--- config.mk ---
export PLATFORM = sky130hd
export DESIGN_NAME = d2s_convert
export DESIGN_NICKNAME = d
export VERILOG_FILES = /design/src/rtl/d2s_pkg.sv /design/src/rtl/d2s_classify.sv /design/src/rtl/d2s_shifter.sv /design/src/rtl/d2s_convert.sv
export SDC_FILE = /design/constraint.sdc
export NUM_CORES = 1
export LEC_CHECK = 0
export ABC_CLOCK_PERIOD_IN_PS = 4600
export CORE_MARGIN = 5
export CORE_UTILIZATION = 25
export DETAILED_ROUTE_END_ITERATION = 12
export PLACE_DENSITY = 0.46
export REMOVE_ABC_BUFFERS = 1
export SETUP_SLACK_MARGIN = 0.1
export SYNTH_ARGS = -nofsm -noshare
export SYNTH_HDL_FRONTEND = slang
export SYNTH_SLANG_ARGS = --single-unit
--- constraint.sdc ---
create_clock -name clk -period 4.6 [get_ports clk]
set_input_delay 0.92 -clock clk [delete_from_list [all_inputs] [get_ports clk]]
set_output_delay 0.92 -clock clk [all_outputs]
set_load 0.02 [all_outputs]
--- src/rtl/d2s_pkg.sv ---
package d2s_pkg;
  localparam int DBL_W      = 64;
  localparam int SGL_W      = 32;
  localparam int DEXP_W     = 11;
  localparam int DMAN_W     = 52;
  localparam int SEXP_W     = 8;
  localparam int SMAN_W     = 23;
  localparam int DIRECT_MIN = 897;   // smallest exponent copied by field selection
  localparam int DENORM_LO  = 874;   // smallest exponent still denormalized
  localparam int MAX_SHIFT  = DIRECT_MIN - DENORM_LO;
  localparam int CNT_W      = $clog2(MAX_SHIFT + 1);
  localparam int SIG_W      = DMAN_W + 1;

  typedef enum logic [1:0] {
    K_ZERO,
    K_DIRECT,
    K_DENORM
  } kind_e;
endpackage

--- src/rtl/d2s_classify.sv ---
module d2s_classify
  import d2s_pkg::*;
(
  input  logic [DBL_W-1:0] dbl_i,
  output kind_e            kind_o,
  output logic [SGL_W-1:0] direct_o,
  output logic [CNT_W-1:0] shift_o,
  output logic [SIG_W-1:0] sig_o
);
  localparam int EXP_HI = DBL_W - 2;

  logic [DEXP_W-1:0] exp_w;
  logic [DEXP_W:0]   diff_w;
  logic              mag_zero;

  assign exp_w    = dbl_i[EXP_HI -: DEXP_W];
  assign mag_zero = (dbl_i[DBL_W-2:0] == '0);
  assign diff_w   = (DEXP_W+1)'(DIRECT_MIN) - {1'b0, exp_w};
  assign shift_o  = diff_w[CNT_W-1:0];
  assign sig_o    = {1'b1, dbl_i[DMAN_W-1:0]};
  assign direct_o = {dbl_i[DBL_W-1 -: 2], dbl_i[DBL_W-6 -: SGL_W-2]};

  always_comb begin
    if (exp_w >= DEXP_W'(DIRECT_MIN) || mag_zero)
      kind_o = K_DIRECT;
    else if (exp_w >= DEXP_W'(DENORM_LO))
      kind_o = K_DENORM;
    else
      kind_o = K_ZERO;
  end
endmodule

--- src/rtl/d2s_shifter.sv ---
module d2s_shifter #(
  parameter int FRAC_W = 53,
  parameter int CNT_W  = 5
) (
  input  logic              clk,
  input  logic              rst,
  input  logic              load_i,
  input  logic [FRAC_W-1:0] frac_i,
  input  logic [CNT_W-1:0]  cnt_i,
  output logic              active_o,
  output logic              last_o,
  output logic [FRAC_W-1:0] frac_o
);
  logic [FRAC_W-1:0] frac_q;
  logic [CNT_W-1:0]  cnt_q;

  always_ff @(posedge clk) begin
    if (rst) begin
      frac_q <= '0;
      cnt_q  <= '0;
    end else if (load_i) begin
      frac_q <= frac_i;
      cnt_q  <= cnt_i;
    end else if (cnt_q != '0) begin
      frac_q <= frac_q >> 1;
      cnt_q  <= cnt_q - 1'b1;
    end
  end

  assign active_o = (cnt_q != '0);
  assign last_o   = (cnt_q == CNT_W'(1));
  assign frac_o   = frac_q >> 1;
endmodule

--- src/rtl/d2s_convert.sv ---
module d2s_convert
  import d2s_pkg::*;
(
  input  logic             clk,
  input  logic             rst,
  input  logic             start_i,
  input  logic [63:0]      dbl_i,
  output logic             busy_o,
  output logic             done_o,
  output logic [31:0]      sgl_o
);
  kind_e            kind_w;
  logic [SGL_W-1:0] direct_w;
  logic [CNT_W-1:0] shift_w;
  logic [SIG_W-1:0] sig_w;
  logic             accept_w, load_w, act_w, last_w;
  logic [SIG_W-1:0] frac_w;
  logic             sign_q, done_q;
  logic [SGL_W-1:0] sgl_q;

  d2s_classify u_cls (
    .dbl_i    (dbl_i),
    .kind_o   (kind_w),
    .direct_o (direct_w),
    .shift_o  (shift_w),
    .sig_o    (sig_w)
  );

  assign accept_w = start_i && !act_w;
  assign load_w   = accept_w && (kind_w == K_DENORM);

  d2s_shifter #(.FRAC_W(SIG_W), .CNT_W(CNT_W)) u_shf (
    .clk      (clk),
    .rst      (rst),
    .load_i   (load_w),
    .frac_i   (sig_w),
    .cnt_i    (shift_w),
    .active_o (act_w),
    .last_o   (last_w),
    .frac_o   (frac_w)
  );

  always_ff @(posedge clk) begin
    if (rst) begin
      sign_q <= 1'b0;
      done_q <= 1'b0;
      sgl_q  <= '0;
    end else begin
      done_q <= 1'b0;
      if (last_w) begin
        sgl_q  <= {sign_q, {SEXP_W{1'b0}}, frac_w[DMAN_W-1 -: SMAN_W]};
        done_q <= 1'b1;
      end else if (accept_w) begin
        case (kind_w)
          K_DIRECT: begin
            sgl_q  <= direct_w;
            done_q <= 1'b1;
          end
          K_DENORM: sign_q <= dbl_i[DBL_W-1];
          default: begin
            sgl_q  <= '0;
            done_q <= 1'b1;
          end
        endcase
      end
    end
  end

  assign busy_o = act_w;
  assign done_o = done_q;
  assign sgl_o  = sgl_q;
endmodule

==> flow_summary.toml, run 1 <==
[worst_setup_path]
critPathRequiredTime_ns = 4.86
reg2reg_slack_ns = 1.97
end_kind = "flip-flop"
cp-start-kind = "input pin"
critical_path_class = "input pin to flip-flop"
cp_data_arrival_time_ns = 3.39
crit_fanout = 26

[clock_network]
cts_buffers = 9
post_cts_buffers = 0
clk_latency_ns = 0.33
cts.clk_slew.worst_paths_ns = 0.05
clockBufferDepth = 2
ctsHoldBuffers = 0
htree_levels = 3
cts_resized = 0
root_buffer = "clkbuf_16"
cts_sinks = 62
cts_tree = "yes"

[die]
die-area_um2 = 14400
initial_core_util_pct = 25.3
rows = 40
die_w_um = 120
core_um2 = 11900
die_height_um = 120
io_pins = 101

[sta]
hold_violations = 0
period_share_pct = 68.0
fmax_mhz = 320
finalSetupViolations = 0
clock_skew_ns = 0.00956
slew_violations = 0
rsz0062_at_grt = "false"
period_needed_ns = 3.13
relSlewSlack_pct = 20.3
final.setup.tns_ns = 0
tightest_slew_ns = 1.20

[status]
status = "completed"

[place]
gp_congestion = 0.729
dp_cells = 571
detailed_place_hpwl_um = 7590
portBuffers = 100

[synthesis]
syn_avg_cell_area_um2 = 8.80
yosysWarnings = 0
ys_ff_latch = 62
async_reset_ff_share_pct = 0
synth-main-ff-cell = "dfxtp_1"
ys_types = 39
synth_edf_count = 0
synth_cells = 343
seq_area_frac_synth_pct = 41.1
syn_area_um2 = 3020

[global_routing]
gr-total-overflow = 0
grt_max_degree = 42
grt_antenna_before_repair = 0
track_usage_pct = 15.0
grt_first_pass_wirelength_um = 17200
grt_pass1_vias = 3231

[drt]
antenna_left = 0
dr_wl_met2_um = 5340
drt_pass1_iterations = 4
vias_per_cell = 5.25
wl_per_cell_um = 18.2
vias = 3084
routed_wl_um = 10700
drt_iter0_drc = 191
highest_layer = "met4"
drcViolationCount = 0
wl_met3_um = 383
drt-met1-wl_um = 4850

[cells_and_area]
stdcell_count = 587
drive_above_1_share_pct = 8.86
area_growth_pct = 47.0
nNetsFinal = 506
antenna_cells = 0
fill_cells = 1233

[power_and_ir_drop]
power_leakage_nw = 1.46
power_density_nw_per_um2 = 473
vdd_drop_max_v = 0.000168

[min_path]
hold_class = "flip-flop to flip-flop"

[flow_run]
timing.max_cap.violations = 0
## logic make-up after synthesis
| group | share of synthesized area [%] |
|---|---|
| fa+ha+maj | 1.66 |
| xor+xnor | 1.16 |
| compound gates | 28.3 |
| mux | 0.705 |
| simple gates | 21.3 |
| buf+inv | 5.76 |
| flops | 41.1 |
## final timing paths
check / startpoint / end / cells past startpoint
worst max register to register: u_shf.cnt_q[0]$_SDFFE_PP0P_ / u_shf.cnt_q[0]$_SDFFE_PP0P_ / 8
worst min register to register: sgl_o[30]$_SDFFE_PP0P_ / sgl_o[30]$_SDFFE_PP0P_ / 1
worst max-delay path: dbl_i[53] / u_shf.cnt_q[0]$_SDFFE_PP0P_ / 7
worst min-delay path: sgl_o[30]$_SDFFE_PP0P_ / sgl_o[30]$_SDFFE_PP0P_ / 1
## layout by cell type (no fill, tap or decap), types with 2 or more instances in the layout
master,count
clkdlybuf4s50_1,99
dfxtp_1,62
a21oi_1,54
nand3_1,49
nand2_1,28
a221o_1,24
a22oi_1,23
nor4_1,14
nor2_1,9
clkbuf_16,9
buf_4,9
a22o_1,7
inv_1,6
nand4_1,4
ha_1,4
nor3_1,3
xnor2_1,3
o21ai_0,3
nor4b_4,2
nand2b_1,2
a31o_2,2
clkinvlp_4,2
bufinv_16,2
## per-layer routing
layer,GRT usage (%),vias to the layer above
li1,-,1509
met1,19.2,1500
met2,25.8,67
met3,3.02,8
met4,4.08,0
met5,0,-
## cell usage after synthesis, drive strengths merged, types with 2 or more instances
cell type | count | area, um2
a21oi | 54 | 270
a221o | 24 | 240
a22o | 7 | 61.3
a22oi | 23 | 173
a31o | 2 | 17.5
buf | 21 | 125
clkbuf | 7 | 26.3
dfxtp | 62 | 1240
ha | 4 | 50.1
inv | 6 | 22.5
nand2 | 29 | 111
nand2b | 2 | 12.5
nand3 | 49 | 245
nand4 | 4 | 25.0
nor2 | 9 | 33.8
nor3 | 4 | 31.3
nor4 | 15 | 109
nor4b | 2 | 47.6
o21ai | 3 | 15.0
xnor2 | 3 | 26.3
## through the flow
stage               total power (W)  hold slack [ns]  cell area [um2]  util (%)  worst slack [ns]
finish                      0.00210            0.469             4440      37.3              1.47
global route                0.00221            0.484             4440      37.3              1.28
CTS                         0.00212            0.475             4440      37.3              1.47
detailed placement          0.00138            0.460             4120      34.5              1.14
global placement            0.00138            0.456             4120      34.5              1.17
floorplan                   0.00103            0.442             2870         -              1.35
## critical path: stages
cell and delay [ns]:
clkdlybuf4s50_1 0.56, inv_1 0.07, ha_1 0.24, a21oi_1 0.30
o2111ai_2 0.68, mux2_2 0.52, nor2_1 0.08
## registers in the layout, indices dropped and copies added (netlist names)
name	cells
done_o	1
sgl_o	32
u_shf.frac_q	23
sign_q	1
u_shf.cnt_q	5
## layout make-up
cell class                      count  area [um2]  share of cell area, %
Sequential cell                    62        1240                   28.0
Clock buffer                        9         225                   5.07
Inverter                            6        22.5                  0.507
Multi-Input combinational cell    247        1600                   36.1
Timing Repair Buffer              109        1060                   24.0
Tap cell                          147         184                   4.14
Clock inverter                      7        97.6                   2.20
## where the power goes
group,leakage (nW),internal [W],switching [W]
Sequential,0.502,0.000597,0.0000494
Clock,0.152,0.000476,0.000256
Combinational,0.802,0.000287,0.000434
Total,1.46,0.00136,0.000740
Note: power is estimated with default switching activity, not from simulation.
==> run 2: changes to the inputs <==
Settings changed: ABC_CLOCK_PERIOD_IN_PS 4600 to 2750, PLACE_DENSITY 0.46 to 0.48.
Clock period 4.6 ns to 2.75 ns, I/O delays scaled along.
==> run 2 against run 1 <==
Flip-flop and latch count unchanged. Cell area grew 3.4%. Largest power group is now combinational logic. Critical path depth shrank 2. Die area unchanged. Core utilization rose by 1.3 points. Worst hold slack worse by 0.0015 ns. Clock skew rose by 0.0026 ns. Total power up 70%.
==> flow_summary.toml, run 2 (same netlist as run 1, synthesis figures left out) <==
[drt]
routed_wl_um = 10900
antenna_left = 0
drt_iter0_drc = 185
vias_per_cell = 5.26
vias = 3169
drt_pass1_iterations = 4
wl_per_cell_um = 18.0
drcViolationCount = 0

[place]
detailed_place_hpwl_um = 7640
portBuffers = 100
pre_cts_slack_ns = -0.263
dp_cells = 587
gp_congestion = 0.776

[global_routing]
grt_use_met1_pct = 19.2
grt_antenna_before_repair = 0
grt_max_degree = 48
grt_first_pass_wirelength_um = 17000
gr-total-overflow = 0
gr-max-usage-layer = "met2"
track_usage_pct = 14.8
grt_use_met2_pct = 23.9
grt_pass1_vias = 3118
use_met3_pct = 3.06

[die]
core_um2 = 11900
die-area_um2 = 14400
io_pins = 101
rows = 40
die_height_um = 120
die_w_um = 120
initial_core_util_pct = 25.3

[cells_and_area]
final_common_cell = "clkdlybuf4s50_1"
nNetsFinal = 523
area_growth_pct = 52.0
fill_cells = 1224
stdcell_count = 603
largest_reg_flops = 32
drive_above_1_share_pct = 11.8
antenna_cells = 0
final_cell_mix = "clkdlybuf4s50_1, dfxtp_1, a21oi_1"
utilization_pct = 38.5

[clock_network]
clk_latency_ns = 0.33
cts_buffers = 9
htree_levels = 3
cts.clk_slew.worst_paths_ns = 0.06
cts_tree = "yes"
cts_sinks = 62
root_buffer = "clkbuf_16"
ctsHoldBuffers = 0
clockBufferDepth = 2

[sta]
slew_violations = 0
holdWs_ns = 0.467
clock_skew_ns = 0.0122
period_share_pct = 90.2
period_needed_ns = 2.48
rsz0062_at_grt = "false"
relSlewSlack_pct = 54.2
tightest_slew_ns = 0.685
fmax_mhz = 403
hold_violations = 0
fin_ws_ns = 0.270
finalSetupViolations = 0

[worst_setup_path]
r2r_cells = 8
cp_slowest_cell = "clkdlybuf4s50_1"
timing.rr.start = "u_shf.cnt_q[0]$_SDFFE_PP0P_"
cp-start-kind = "flip-flop"
end_kind = "output pin"
critPathRequiredTime_ns = 2.20
reg2reg_slack_ns = 0.53
crit_fanout = 4
crit_top_cell = "inv_1"
cp_data_arrival_time_ns = 1.93
slowest_delay_ns = 0.55
path_cells = "inv_1 -> ha_1 -> nor4b_4 -> inv_1 -> clkdlybuf4s50_1"
critical_path_class = "flip-flop to output pin"
setup.worst_path.start = "u_shf.cnt_q[0]$_SDFFE_PP0P_"
r2r-end = "sgl_o[6]$_SDFFE_PP0P_"

[min_path]
min_from = "u_shf.frac_q[30]$_SDFFE_PP0P_"
hold_class = "flip-flop to flip-flop"
min_to = "u_shf.frac_q[30]$_SDFFE_PP0P_"
whs_path_depth = 2

[power_and_ir_drop]
p_int_w = 0.00235
pwr-share-comb_pct = 34.9
power_density_nw_per_um2 = 778
net-switching-power_w = 0.00122
p_total_w = 0.00357
p_sw_share_pct = 34.1
seq_power_share_pct = 30.4
pwr-share-clk_pct = 34.8
power_leakage_nw = 1.54
vdd_drop_max_v = 0.000344

[status]
status = "completed"

[flow_run]
timing.max_cap.violations = 0
## run 2: changes by cell type in the layout (fill, tap and decap cells not counted), sizes merged
cell and delta:
nor3 +1, clkinv -2, inv -1, clkinvlp -1, clkbuf +3, buf +16
## run 2: stage by stage
stage                     instance area [um2]  setup TNS (ns)
after CTS                                4590               0
after floorplan                          2870          -13.52
after global placement                   4250           -4.78
final                                    4590               0
after detailed placement                 4250           -6.01
after global routing                     4590               0
## run 2: repair_timing
item                       4_1_cts  5_1_grt
buffers inserted                 0        0
setup endpoints to repair       24        0
gates resized for setup          1        0
## run 2: area by class of cell
cell class                 instances  area [um2]  area share, %
clock buffer                      12         256           5.59
clock inverter                     3        67.6           1.47
inverter                           6        22.5          0.491
multi-input combinational        248        1620           35.3
sequential                        62        1240           27.1
tap                              147         184           4.01
timing repair buffer             125        1200           26.1
## run 2: power by group through the flow
| stage | registers, W | logic (W) | clock network (W) |
|---|---|---|---|
| 6_report | 0.00108 | 0.00125 | 0.00124 |
| 5_1_grt | 0.00110 | 0.00135 | 0.00130 |
| 3_3_place_gp | 0.00110 | 0.00124 | 0 |
| 2_1_floorplan | 0.00117 | 0.000549 | 0 |
| 3_5_place_dp | 0.00110 | 0.00125 | 0 |
| 4_1_cts | 0.00108 | 0.00126 | 0.00126 |
## run 2: layer usage
metal	wire, um	up-vias
met1	4940	1485
li1	-	1551
met2	5000	122
met3	765	11
met4	167	0
met5	0	-
## run 2: worst max-delay path, delay by kind of cell (launching register included)
family,cells,cell delay (ns)
buffers and inverters,3,0.77
DFF,1,0.33
and+or+nand+nor,1,0.27
adders and majority gates,1,0.23
## run 2: worst max path at each step
stage                             endpoint  slack (ns)  cells past startpoint
global route                        busy_o        0.11                      5
finish                              busy_o        0.27                      5
floorplan           sgl_o[31]$_SDFFE_PP0P_       -0.50                      7
detailed placement   sgl_o[4]$_SDFFE_PP0P_       -0.26                      7
global placement    sgl_o[20]$_SDFFE_PP0P_       -0.20                      7
CTS                                 busy_o        0.24                      5
